<file path="src/rtl/divstep_pkg.sv">
package divstep_pkg;

    typedef enum logic [1:0] {
        ST_IDLE = 2'd0,
        ST_RUN  = 2'd1,
        ST_DONE = 2'd2
    } seq_state_t;

endpackage

</file>
<file path="src/rtl/divstep_alu.sv">
module divstep_alu #(
    parameter int ACC_W = 36,
    parameter int DIV_W = 16,
    parameter int ALIGN = 15
) (
    input  logic [ACC_W-1:0] acc_i,
    input  logic [DIV_W-1:0] div_i,
    output logic [ACC_W-1:0] next_o,
    output logic             neg_o
);
    localparam int PAD = ACC_W - DIV_W - ALIGN;

    logic [ACC_W-1:0] scaled;
    logic [ACC_W-1:0] diff;

    generate
        if (ALIGN == 0) begin : g_no_align
            assign scaled = {{PAD{1'b0}}, div_i};
        end else begin : g_align
            assign scaled = {{PAD{1'b0}}, div_i, {ALIGN{1'b0}}};
        end
    endgenerate

    always_comb begin
        diff  = acc_i - scaled;
        neg_o = diff[ACC_W-1];
        if (neg_o) begin
            next_o = {acc_i[ACC_W-2:0], 1'b0};
        end else begin
            next_o = {diff[ACC_W-2:0], 1'b1};
        end
    end

endmodule

</file>
<file path="src/rtl/divstep_seq.sv">
module divstep_seq
    import divstep_pkg::*;
#(
    parameter int CNT_W = 8
) (
    input  logic             clk,
    input  logic             rst_n,
    input  logic             start_i,
    input  logic [CNT_W-1:0] count_i,
    output logic             step_o,
    output logic             done_o,
    output logic             idle_o
);
    seq_state_t       state_q;
    seq_state_t       state_d;
    logic [CNT_W-1:0] rem_q;

    always_ff @(posedge clk) begin
        if (!rst_n) begin
            state_q <= ST_IDLE;
        end else begin
            state_q <= state_d;
        end
    end

    always_comb begin
        state_d = state_q;
        unique case (state_q)
            ST_IDLE: if (start_i) state_d = ST_RUN;
            ST_RUN:  if (rem_q == '0) state_d = ST_DONE;
            ST_DONE: state_d = ST_IDLE;
            default: state_d = ST_IDLE;
        endcase
    end

    always_ff @(posedge clk) begin
        if (!rst_n) begin
            rem_q <= '0;
        end else if (state_q == ST_IDLE && start_i) begin
            rem_q <= count_i;
        end else if (state_q == ST_RUN && rem_q != '0) begin
            rem_q <= rem_q - 1'b1;
        end
    end

    always_comb begin
        step_o = 1'b0;
        done_o = 1'b0;
        idle_o = 1'b0;
        unique case (state_q)
            ST_IDLE: idle_o = 1'b1;
            ST_RUN:  step_o = 1'b1;
            ST_DONE: done_o = 1'b1;
            default: idle_o = 1'b1;
        endcase
    end

    // done is a single-cycle pulse
    p_done_single_r7: assert property (@(posedge clk) disable iff (!rst_n)
        done_o |=> !done_o);

    // the step taken with the count exhausted is followed by done
    p_done_after_last_r7: assert property (@(posedge clk) disable iff (!rst_n)
        (state_q == ST_RUN && rem_q == '0) |=> done_o);

    // the count falls by one per step, whatever start_i does
    p_count_down_r6: assert property (@(posedge clk) disable iff (!rst_n)
        (state_q == ST_RUN && rem_q != '0) |=>
            (state_q == ST_RUN && rem_q == CNT_W'($past(rem_q) - 1'b1)));

    // start during done does not begin a new run
    p_no_restart_r8: assert property (@(posedge clk) disable iff (!rst_n)
        (state_q == ST_DONE && start_i) |=> idle_o);

endmodule

</file>
<file path="src/rtl/divstep_engine.sv">
module divstep_engine
    import divstep_pkg::*;
#(
    parameter int ACC_W = 36,
    parameter int DIV_W = 16,
    parameter int ALIGN = 15,
    parameter int CNT_W = 8
) (
    input  logic             clk,
    input  logic             rst_n,
    input  logic             start_i,
    input  logic             load_i,
    input  logic [ACC_W-1:0] load_val_i,
    input  logic [DIV_W-1:0] divisor_i,
    input  logic [CNT_W-1:0] count_i,
    output logic [ACC_W-1:0] acc_o,
    output logic             done_o,
    output logic             zero_o
);
    logic [ACC_W-1:0] acc_q;
    logic [DIV_W-1:0] div_q;
    logic             zero_q;
    logic             step_w;
    logic             idle_w;
    logic             done_w;
    logic [ACC_W-1:0] alu_next;
    logic             alu_neg;
    logic             take_load;
    logic             take_start;

    divstep_seq #(.CNT_W(CNT_W)) u_seq (
        .clk     (clk),
        .rst_n   (rst_n),
        .start_i (start_i),
        .count_i (count_i),
        .step_o  (step_w),
        .done_o  (done_w),
        .idle_o  (idle_w)
    );

    divstep_alu #(.ACC_W(ACC_W), .DIV_W(DIV_W), .ALIGN(ALIGN)) u_alu (
        .acc_i  (acc_q),
        .div_i  (div_q),
        .next_o (alu_next),
        .neg_o  (alu_neg)
    );

    assign take_start = idle_w & start_i;
    assign take_load  = idle_w & load_i & ~start_i;

    always_ff @(posedge clk) begin
        if (!rst_n) begin
            div_q <= '0;
        end else if (take_start) begin
            div_q <= divisor_i;
        end
    end

    always_ff @(posedge clk) begin
        if (!rst_n) begin
            acc_q  <= '0;
            zero_q <= 1'b0;
        end else if (step_w) begin
            acc_q  <= alu_next;
            zero_q <= (alu_next == '0);
        end else if (take_load) begin
            acc_q <= load_val_i;
        end
    end

    assign acc_o  = acc_q;
    assign done_o = done_w;
    assign zero_o = zero_q;

    // an idle load shows up on the next cycle
    p_load_r2: assert property (@(posedge clk) disable iff (!rst_n)
        take_load |=> acc_o == $past(load_val_i));

    // a negative difference enters a 0 quotient bit
    p_qbit_zero_r4: assert property (@(posedge clk) disable iff (!rst_n)
        (step_w && alu_neg) |=> !acc_o[0]);

    // a non-negative difference enters a 1 quotient bit
    p_qbit_one_r5: assert property (@(posedge clk) disable iff (!rst_n)
        (step_w && !alu_neg) |=> acc_o[0]);

    // zero flag tracks the stepped accumulator
    p_zero_flag_r9: assert property (@(posedge clk) disable iff (!rst_n)
        step_w |=> zero_o == (acc_o == '0));

    // zero flag holds when no step is taken
    p_zero_hold_r9: assert property (@(posedge clk) disable iff (!rst_n)
        !step_w |=> $stable(zero_o));

    // a load in the done state leaves the accumulator alone
    p_busy_load_r8: assert property (@(posedge clk) disable iff (!rst_n)
        (done_w && load_i) |=> $stable(acc_o));

endmodule

</file>
<file path="config.mk">
export PLATFORM = sky130hd
export DESIGN_NAME = divstep_engine
export DESIGN_NICKNAME = d
export VERILOG_FILES = /design/src/rtl/divstep_pkg.sv /design/src/rtl/divstep_alu.sv /design/src/rtl/divstep_seq.sv /design/src/rtl/divstep_engine.sv
export SDC_FILE = /design/constraint.sdc
export NUM_CORES = 1
export LEC_CHECK = 0
export BUFFER_PORTS_ARGS = -buffer_cell sky130_fd_sc_hd__buf_4
export CAP_MARGIN = 40
export CORE_UTILIZATION = 37
export CTS_BUF_LIST = sky130_fd_sc_hd__clkbuf_2
export DETAILED_ROUTE_END_ITERATION = 12
export HOLD_SLACK_MARGIN = 0.03
export PLACE_DENSITY = 0.66
export SLEW_MARGIN = 20
export SYNTH_ARGS = -nofsm -noshare
export SYNTH_HDL_FRONTEND = slang
export SYNTH_SLANG_ARGS = --single-unit
</file>
<file path="constraint.sdc">
create_clock -name clk -period 8.2 [get_ports clk]
set_input_delay 0.41 -clock clk [delete_from_list [all_inputs] [get_ports clk]]
set_output_delay 0.41 -clock clk [all_outputs]
set_load 0.02 [all_outputs]
</file>
Yosys cells after proc, flatten, opt, wreduce, memory -nomap -nowiden
Cells that the tools add are included.
Word-level totals
  bits in registers: 63
  input bits: 64
  output and inout bits: 38
  word-level logic and storage cells: 36
Operators by class
  add/subtract/negate cells: 2
  equal/unequal tests: 4
  muxes and demuxes: 11
  bitwise gates (word level): 4
  reduce and logical (&&, ||, !) cells: 10
Operator list (count)
  36-bit two-way mux: 3
  36-bit logical NOT: 1
  36-bit by 31-bit subtractor with 36-bit output: 1
  8-bit two-way mux: 2
  8-bit logical NOT: 1
  8-bit nonzero test: 1
  8-bit by 1-bit subtractor with 8-bit output, second input constant: 1
  2-bit two-way mux: 2
  2-bit one-hot mux with 2 select lines: 1
  2-bit nonzero test: 2
  1-bit bitwise AND: 3
  1-bit two-way mux: 3
  2-bit by 1-bit equality test with 1-bit output, second input constant: 1
  2-bit equality test, second input constant: 1
  1-bit logical AND: 2
  2-bit logical NOT: 1
  2-bit by 1-bit != test with 1-bit output, second input constant: 1
  2-bit != test, second input constant: 1
  2-bit AND reduction: 1
  2-bit OR reduction: 1
  1-bit NOT: 1

Logic depth before layout (Yosys ltp)
Gate-level depths: netlist of the first run.
  depth after elaboration: 7
  mapped depth: 12
  gate-level depth less buffers: 11

Modules after synthesis
Synthesis of the first run repeated with hierarchy kept, for this count alone.
Unflattened totals
  cells, all modules: 500
  area, all modules: 4321.6 um^2
By module, submodules not included
  divstep_engine: instances 1, cells an instance 249, area an instance 2372.3 um^2, seq. area each 1061.0 um^2
  divstep_alu: instances 1, cells an instance 177, area an instance 1307.5 um^2, seq. area each 0.0 um^2
  divstep_seq: instances 1, cells an instance 74, area an instance 641.9 um^2, seq. area each 200.2 um^2

Worst setup path before layout of the first run
Ideal clock, no wire load.
  path kind: flip-flop to flip-flop
  start: register acc_q[15], in the netlist acc_o[15]
  end: register acc_q[20], in the netlist acc_o[20]
  setup time: 0.132 ns
  arrival: 2.689 ns
  path slack: 5.379 ns
  stages on the path, launching flop included: 13
  buffers on the path: 1
  clock period less this slack: 2.821 ns
  path through: dfxtp_1 inv_1 ha_1 inv_1 fa_1 a211oi_1 o21a_1 a2111o_1 nand3_2 xnor2_4 buf_4 mux2i_1 a21oi_1
Between the ends
  cells in the longest elaborated chain, start to end: 3
RTL lines
  start, declared: RTL line divstep_engine.sv:20  | logic [ACC_W-1:0] acc_q;
  start signal, assigned: RTL line divstep_engine.sv:64  | acc_q <= alu_next;
  start signal, assigned: RTL line divstep_engine.sv:67  | acc_q <= load_val_i;
  36-bit by 31-bit subtractor with 36-bit output: RTL line divstep_alu.sv:25  | diff = acc_i - scaled;
  36-bit two-way mux: RTL line divstep_alu.sv:27  | if (neg_o) begin
  36-bit two-way mux: RTL line divstep_engine.sv:63  | end else if (step_w) begin
Every way passes these cells.
A chain may end at the register's enable or synchronous reset.

Worst setup path after layout of the first run
  start: register acc_q[15], in the netlist acc_o[15]
  end: register acc_q[16], in the netlist acc_o[16]
Between the ends
  cells in the longest elaborated chain, start to end: 3
RTL lines (RTL line)
  36-bit by 31-bit subtractor with 36-bit output: divstep_alu.sv:25
  36-bit two-way mux *: divstep_alu.sv:27
  36-bit two-way mux *: divstep_engine.sv:63
Every way passes the cells marked *; elsewhere a longest branch is shown, timed or not.

==> results of run 1 <==
## how the worst min path moves through the flow
stage                           startpoint                      to  slack (ps)  cells after the start
global placement    div_q[15]$_SDFFE_PN0P_  div_q[15]$_SDFFE_PN0P_         440                      2
CTS                          divisor_i[12]  div_q[12]$_SDFFE_PN0P_          80                      3
detailed placement   div_q[4]$_SDFFE_PN0P_   div_q[4]$_SDFFE_PN0P_         450                      2
global route                 divisor_i[11]  div_q[11]$_SDFFE_PN0P_          80                      3
finish                       divisor_i[12]  div_q[12]$_SDFFE_PN0P_         120                      3
floorplan           div_q[10]$_SDFFE_PN0P_  div_q[10]$_SDFFE_PN0P_         440                      2
## layout by cell type, fill, tap and decap left out, drive strengths merged, types with 7 or more instances in the layout
cell / netlist / final
a21oi: 63 / 63
nor4: 12 / 12
a211oi: 10 / 10
nand2: 54 / 54
mux2i: 31 / 31
buf: 7 / 105
ha: 22 / 22
nor2: 50 / 50
nor2b: 7 / 7
dfxtp: 63 / 63
clkbuf: 17 / 11
mux2: 18 / 18
o21ai: 29 / 29
inv: 29 / 29
xnor2: 19 / 19
## worst max-delay path, cell delays in order (launching register included)
cell      delay [ps]
dfxtp_1          360
inv_1            100
ha_1             170
inv_1             50
fa_1             420
a211oi_1         230
o21a_1           260
a2111o_1         240
nand3_2          170
xnor2_4          670
mux2_2           420
a21oi_1          130
## flip-flops by register name, indices dropped and copies added (netlist names)
signal         count
acc_o             36
div_q             16
u_seq.rem_q        8
u_seq.state_q      2
zero_o             1
## metrics by stage
stage / cells / hold WS, ps / power (W) / area (um^2)
floorplan: 487 / 436 / 0.00167 / 3920
global placement: 704 / 445 / 0.00200 / 4790
detailed placement: 704 / 451 / 0.00202 / 4790
CTS: 720 / 81.2 / 0.00224 / 4920
global route: 720 / 79.2 / 0.00243 / 4920
finish: 720 / 121 / 0.00224 / 4920
## kinds of logic after synthesis
| family | synth area share |
|---|---|
| and+or+nand+nor | 0.168 |
| DFF | 0.322 |
| AOI/OAI and AO/OA | 0.193 |
| muxes | 0.131 |
| adders and majority gates | 0.0754 |
| buffers and inverters | 0.0518 |
| xor gates and xnor gates | 0.0585 |
## layer usage
metal,GRT usage,vias to the layer above,wire length [um],part of all wire
li1,-,1898,-,-
met1,0.249,1753,4780,0.46
met2,0.330,108,5030,0.48
met3,0.0381,11,537,0.051
met4,0.0775,0,144,0.014
met5,0,-,0,0
## power by group
part           switching, W  total [W]  internal (W)  leakage (nW)
clock network      0.000115   0.000216      0.000101        0.0810
registers          0.000120   0.000521      0.000401         0.518
logic              0.000820    0.00150      0.000679          1.56
## layout make-up
cell class | count | area (um^2) | area share
clock buffers | 11 | 55.1 | 0.0112
clock inverters | 5 | 72.6 | 0.0148
inverters | 29 | 109 | 0.0221
multi-input cells | 371 | 2460 | 0.501
flip-flops and latches | 63 | 1260 | 0.256
well taps | 136 | 170 | 0.0346
repair buffers | 105 | 788 | 0.160
==> flow_metrics.tcl, run 1 <==
set metrics [dict create \
    regToRegSetupSlack_ps 4930 \
    finalHoldViolCount 0 \
    drt-total-wl_um 10500 \
    synth_area_mm2 0.00392 \
    num_vias 3770 \
    die_area_mm2 0.0110 \
    nets 666 \
    leakage_nw 2.16 \
    yosysSeqAreaShare 0.322 \
    vias_per_cell 5.24 \
    fin_skew_ps 28.0 \
    cts_buffer_depth 2 \
    fp-row-count 37 \
    ctsHoldBuffers 0 \
    ys_warn_count 0 \
    r2r_end "acc_o[16]$_SDFFE_PN0P_" \
    synthCells 487 \
    startpoint_type "flop" \
    arrival_ps 3720 \
    drv_slew 0 \
    wl_per_cell_um 14.6 \
    max_clock_freq_ghz 0.306 \
    crit_type "reg -> reg" \
    ant_nets 0 \
    ys_types 45 \
    chipWidth_um 105 \
    cts_setup_buffers 0 \
    worst_pin_slew_ps 788 \
    slew_headroom 0.474 \
    antenna_found_initial 0 \
    cts-root-buf "clkbuf_2" \
    rsz0062_at_grt "false" \
    synth_edf_count 0 \
    numCtsBuffers 9 \
    min_period_ps 3270 \
    final.setup.tns_ps 0 \
    grt_pass1_wl_um 17500 \
    dp_hpwl_um 7860 \
    area_growth_pct 25.6 \
    start_util 0.381 \
    synth_flop_cell "dfxtp_1" \
    drive_above_1_share 0.248 \
    pre_cts_slack_ps 4930 \
    reg2regPathDepth 11 \
    fillCellCount 1032 \
    num_antenna_cells 0 \
    port_buffers 101 \
    setup_slack_ps 4930 \
    hold_class "in -> reg" \
    crit_path_start "acc_o[15]$_SDFFE_PN0P_" \
    cp-endpoint "acc_o[16]$_SDFFE_PN0P_" \
    yosys_register_bits 63 \
    synth_nets 574 \
    setup_viol 0 \
    drc 0 \
    ioPinCount 102 \
    grt_max_degree 40 \
    grt_pass1_vias 3702 \
    ys_top_cells_by_count "a21oi_1 (63), dfxtp_1 (63), nand2_1 (54), nor2_1 (50), mux2i_1 (31)" \
    required_ps 8660 \
    cts_tree "yes" \
    first_iter_violations 125 \
    cts_max_level 3 \
    cts.reportedPaths.clkPinSlew_ps 190 \
    place_congestion 0.875 \
    cp_max_fo 18 \
    utilization 0.479 \
    end_kind "flop" \
    grt_usage 0.197 \
    clock_sinks 63 \
    status "finished, final reports clean" \
    power_density_mw_per_mm2 455 \
    core_mm2 0.0103 \
    clk_latency_ps 510 \
    cts_resized 0 \
    async_flop_share 0 \
    avgSynthCellArea_um2 8.04 \
    drt-pass1-iter-count 6 \
    peakVddDrop_v 0.000161 \
    period_share 0.399 \
    overflow 0 \
    maxCapViolations 0 \
    die_y_um 105 \
    synthTopCellsByArea "dfxtp_1 (32%), a21oi_1 (8.1%), mux2i_1 (7.9%), ha_1 (7.0%), mux2_2 (5.2%)" \
    yosysTopAreaCellShare 0.322 \
    reg2reg_from "acc_o[15]$_SDFFE_PN0P_" \
    synth_largest_area_cell "dfxtp_1" \
]
No activity file was read; power rests on OpenSTA's default activity.
==> inputs of run 2 (changes only) <==
==> constraint.sdc (replaced) <==
create_clock -name clk -period 3.07 [get_ports clk]
set_input_delay 0.1535 -clock clk [delete_from_list [all_inputs] [get_ports clk]]
set_output_delay 0.1535 -clock clk [all_outputs]
set_load 0.02 [all_outputs]
==> flow_metrics.tcl, run 2 (same netlist as run 1, synthesis figures left out) <==
set metrics [dict create \
    fin_skew_ps 29.3 \
    overflow 0 \
    max_clock_freq_ghz 0.353 \
    most-common-layout-cells "buf_4 (113), a21oi_1 (63), dfxtp_1 (63), dlygate4sd3_1 (63), nand2_1 (54)" \
    cp_max_fo 7 \
    final_common_cell "buf_4" \
    setup_viol 0 \
    num_antenna_cells 0 \
    crit_type "reg -> reg" \
    drt-pass1-iter-count 7 \
    hold_ws_ps 83.2 \
    ant_nets 0 \
    reg2regPathDepth 12 \
    dp_hpwl_um 8040 \
    numCtsBuffers 9 \
    peakVddDrop_v 0.000515 \
    fin_area_mm2 0.00561 \
    arrival_ps 3230 \
    grt_usage 0.213 \
    nets 737 \
    slew_headroom 0.547 \
    min_period_ps 2840 \
    cts_max_level 3 \
    cts.reportedPaths.clkPinSlew_ps 170 \
    port_buffers 101 \
    core_mm2 0.0103 \
    finalHoldViolCount 0 \
    maxCapViolations 0 \
    clock_sinks 63 \
    grt_pass1_vias 3967 \
    antenna_found_initial 0 \
    area_growth_pct 43.3 \
    startpoint_type "flop" \
    ioPinCount 102 \
    grt_max_degree 50 \
    setup_slack_ps 235 \
    slowest_stage "fa_1" \
    die_y_um 105 \
    status "finished, final reports clean" \
    reg2reg_from "acc_o[15]$_SDFFE_PN0P_" \
    grt_pass1_wl_um 18900 \
    regToRegSetupSlack_ps 230 \
    largest_reg_flops 36 \
    r2r_end "acc_o[21]$_SDFFE_PN0P_" \
    whs_path_depth 4 \
    drc 0 \
    end_kind "flop" \
    num_vias 4025 \
    chipWidth_um 105 \
    hold_end "acc_o[20]$_SDFFE_PN0P_" \
    power_density_mw_per_mm2 1120 \
    wl_per_cell_um 14.4 \
    die_area_mm2 0.0110 \
    start_util 0.381 \
    place_congestion 0.848 \
    fp-row-count 37 \
    period_share 0.923 \
    crit_path_start "acc_o[15]$_SDFFE_PN0P_" \
    first_iter_violations 131 \
    drv_slew 0 \
    cts_tree "yes" \
    pre_cts_slack_ps 140 \
    clk_latency_ps 520 \
    postPlaceCellArea_mm2 0.00483 \
    required_ps 3470 \
    hp-start "load_val_i[20]" \
    path_common_cell "inv_1" \
    max_stage_delay_ps 420 \
    hold_class "in -> reg" \
    vias_per_cell 5.09 \
    cts-root-buf "clkbuf_2" \
    worst_pin_slew_ps 680 \
    leakage_nw 2.45 \
    cts_buffer_depth 2 \
    rsz0062_at_grt "true" \
    drive_above_1_share 0.232 \
    crit_chain "inv_1, ha_1, inv_1, fa_1, a211oi_1, o21a_1, a2111o_1, nand3_2, xnor2_4, buf_4, mux2i_1, a21oi_1" \
    drt-total-wl_um 11400 \
]
==> run 2: cell types whose count changed in the layout (fill, tap and decap cells not counted), sizes merged <==
cell / previous run / this run
dlygate4sd3: 0 / 63
buf: 105 / 113
clkbuf: 11 / 9
clkinvlp: 0 / 2
==> run 2: final cells by class <==
class                           count  area [um^2]
Tap cell                          136          170
Sequential cell                    63         1260
Fill cell                         977         4670
Timing Repair Buffer              176         1480
Multi-Input combinational cell    371         2460
Clock inverter                      7         87.6
Clock buffer                        9         45.0
Inverter                           29          109
==> run 2: layer usage <==
metal	wire length, um	track usage
met1	5180	0.269
met2	5540	0.364
met3	577	0.0462
met4	72	0.0563
met5	0	0
==> run 2: power by group <==
group          switching (W)  leakage (nW)  internal [W]
sequential          0.000303         0.518       0.00107
combinational        0.00230          1.86       0.00203
clock               0.000324        0.0730      0.000262
==> run 2: worst max-delay path: cells and delay by family (launching register included) <==
kind	cells	cell delay [ps]
buf+inv	3	370
compound gates	4	710
fa+ha+maj	2	590
flops	1	360
simple gates	1	170
xor+xnor	1	330
mux	1	210
==> run 2: metrics by stage <==
stage / utilization / total power, W / TNS, ps / instances
4_1_cts: 0.545 / 0.00622 / 0 / 789
3_3_place_gp: 0.470 / 0.00545 / 0 / 710
2_1_floorplan: - / 0.00445 / 0 / 487
6_report: 0.546 / 0.00629 / 0 / 791
5_1_grt: 0.546 / 0.00683 / -39.8 / 791
3_5_place_dp: 0.470 / 0.00553 / 0 / 710
==> run 2: how the worst max path moves through the flow <==
stage                                         to  slack (ps)  depth (start not counted)
final                     acc_o[21]$_SDFFE_PN0P_         230                         12
after global routing      acc_o[22]$_SDFFE_PN0P_         -30                         12
after CTS                 acc_o[26]$_SDFFE_PN0P_          80                         12
after detailed placement  acc_o[17]$_SDFFE_PN0P_         140                         12
after global placement    acc_o[26]$_SDFFE_PN0P_         190                         12
after floorplan           acc_o[20]$_SDFFE_PN0P_         250                         12
==> run 2: what timing repair did <==
item,in CTS,in global routing
buffers inserted,0,2
hold buffers,63,0
endpoints found under the hold margin,61,0
gates resized for setup,0,0
endpoints found under the setup margin,0,11
==> inputs of run 3 (changes only) <==
--- a/config.mk
+++ b/config.mk
@@ -8,7 +8,6 @@
 export BUFFER_PORTS_ARGS = -buffer_cell sky130_fd_sc_hd__buf_4
 export CAP_MARGIN = 40
 export CORE_UTILIZATION = 37
-export CTS_BUF_LIST = sky130_fd_sc_hd__clkbuf_2
 export DETAILED_ROUTE_END_ITERATION = 12
 export HOLD_SLACK_MARGIN = 0.03
 export PLACE_DENSITY = 0.66
==> flow_metrics.tcl, run 3 (same netlist as run 1, synthesis figures left out) <==
set metrics [dict create \
    status "finished, final reports clean" \
    drt-total-wl_um 10800 \
    arrival_ps 3040 \
    drv_slew 0 \
    clk_latency_ps 350 \
    num_antenna_cells 0 \
    peakVddDrop_v 0.000492 \
    antenna_found_initial 0 \
    port_buffers 101 \
    leakage_nw 2.23 \
    finalHoldViolCount 0 \
    whs_path_depth 3 \
    ant_nets 0 \
    overflow 0 \
    end_kind "flop" \
    num_vias 3763 \
    area_growth_pct 29.7 \
    drive_above_1_share 0.260 \
    place_congestion 0.848 \
    maxCapViolations 0 \
    seqPwrFrac 0.213 \
    clock_sinks 63 \
    core_mm2 0.0103 \
    slew_headroom 0.532 \
    cts.reportedPaths.clkPinSlew_ps 70 \
    required_ps 3290 \
    most-common-layout-cells "buf_4 (113), a21oi_1 (63), dfxtp_1 (63)" \
    grt_usage 0.202 \
    cts_buffer_depth 2 \
    start_util 0.381 \
    combinationalPowerShare 0.656 \
    cts-root-buf "clkbuf_8" \
    first_iter_violations 130 \
    cp_max_fo 7 \
    utilization 0.494 \
    chipWidth_um 105 \
    cts_tree "yes" \
    vias_per_cell 5.17 \
    max_clock_freq_ghz 0.355 \
    min_period_ps 2820 \
    die_area_mm2 0.0110 \
    grt_pass1_vias 3720 \
    p_switching_w 0.00294 \
    final_common_cell "buf_4" \
    grt_max_degree 50 \
    switching_share 0.454 \
    cts_max_level 3 \
    period_share 0.918 \
    power_density_mw_per_mm2 1280 \
    largest_reg_flops 36 \
    numCtsBuffers 9 \
    dp_hpwl_um 8040 \
    power_frac_clock 0.131 \
    nets 674 \
    setup_viol 0 \
    hold_class "in -> reg" \
    drt-pass1-iter-count 8 \
    power_w 0.00648 \
    internal_power_w 0.00354 \
    fin_skew_ps 9.78 \
    crit_type "reg -> reg" \
    grt_pass1_wl_um 17800 \
    drc 0 \
    worst_pin_slew_ps 702 \
    die_y_um 105 \
    reg2regPathDepth 12 \
    wl_per_cell_um 14.9 \
    ioPinCount 102 \
    startpoint_type "flop" \
    fp-row-count 37 \
]
## run 3: cell count changes in the layout (fill, tap and decap cells not counted)
cell,previous run,this run
dlygate4sd3_1,63,0
clkbuf_2,9,0
clkbuf_8,0,11
clkinv_1,2,0
## run 3: metal layers
metal  GRT usage  wire (um)  up-vias
met1       0.253       4980     1757
met5           0          0        -
li1            -          -     1913
met3      0.0468        475       11
met4      0.0604        149        0
met2       0.342       5250       82
## run 3: area by class of cell
cell class                      count  area, um^2
Fill cell                        1018        5200
Multi-Input combinational cell    371        2460
Sequential cell                    63        1260
Timing Repair Buffer              113         848
Tap cell                          136         170
Clock buffer                       11         151
Inverter                           29         109
Clock inverter                      5        80.1
## run 3: worst max-delay path, cell delays in order, from the launching register on
cell and delay, ps:
dfxtp_1 330, inv_1 90, ha_1 170, inv_1 50, fa_1 420, a211oi_1 220
o21a_1 180, a2111o_1 220, nand3_2 170, xnor2_4 320, buf_4 220, mux2i_1 210
a21oi_1 90
## run 3: through the flow
stage               cells  TNS [ps]  hold slack (ps)  setup slack (ps)  instance area [um^2]
floorplan             487         0              289               249                  3920
global placement      710         0              401               195                  4830
detailed placement    710         0              413               140                  4830
CTS                   726         0             37.2               110                  5060
global route          728    -0.901             44.0            -0.901                  5080
finish                728         0             44.6               253                  5080
## run 3: final timing paths
check | startpoint | to | slack (ps)
max reg2reg | acc_o[15]$_SDFFE_PN0P_ | acc_o[21]$_SDFFE_PN0P_ | 250
min | divisor_i[14] | div_q[14]$_SDFFE_PN0P_ | 40
max | acc_o[15]$_SDFFE_PN0P_ | acc_o[21]$_SDFFE_PN0P_ | 250
min reg2reg | div_q[15]$_SDFFE_PN0P_ | div_q[15]$_SDFFE_PN0P_ | 460
## run 3: power by group through the flow
stage | Combinational (W) | Sequential [W] | Clock (W)
after global placement | 0.00407 | 0.00138 | 0
after global routing | 0.00468 | 0.00142 | 0.000899
after CTS | 0.00418 | 0.00137 | 0.000857
after detailed placement | 0.00414 | 0.00139 | 0
after floorplan | 0.00296 | 0.00149 | 0
final | 0.00425 | 0.00138 | 0.000850
## run 3: repair_timing
action / CTS / global route
endpoints found under the hold margin: 0 / 0
hold buffers: 0 / 0
resized for setup: 0 / 0
endpoints found under the setup margin: 0 / 10
buffers inserted: 0 / 2
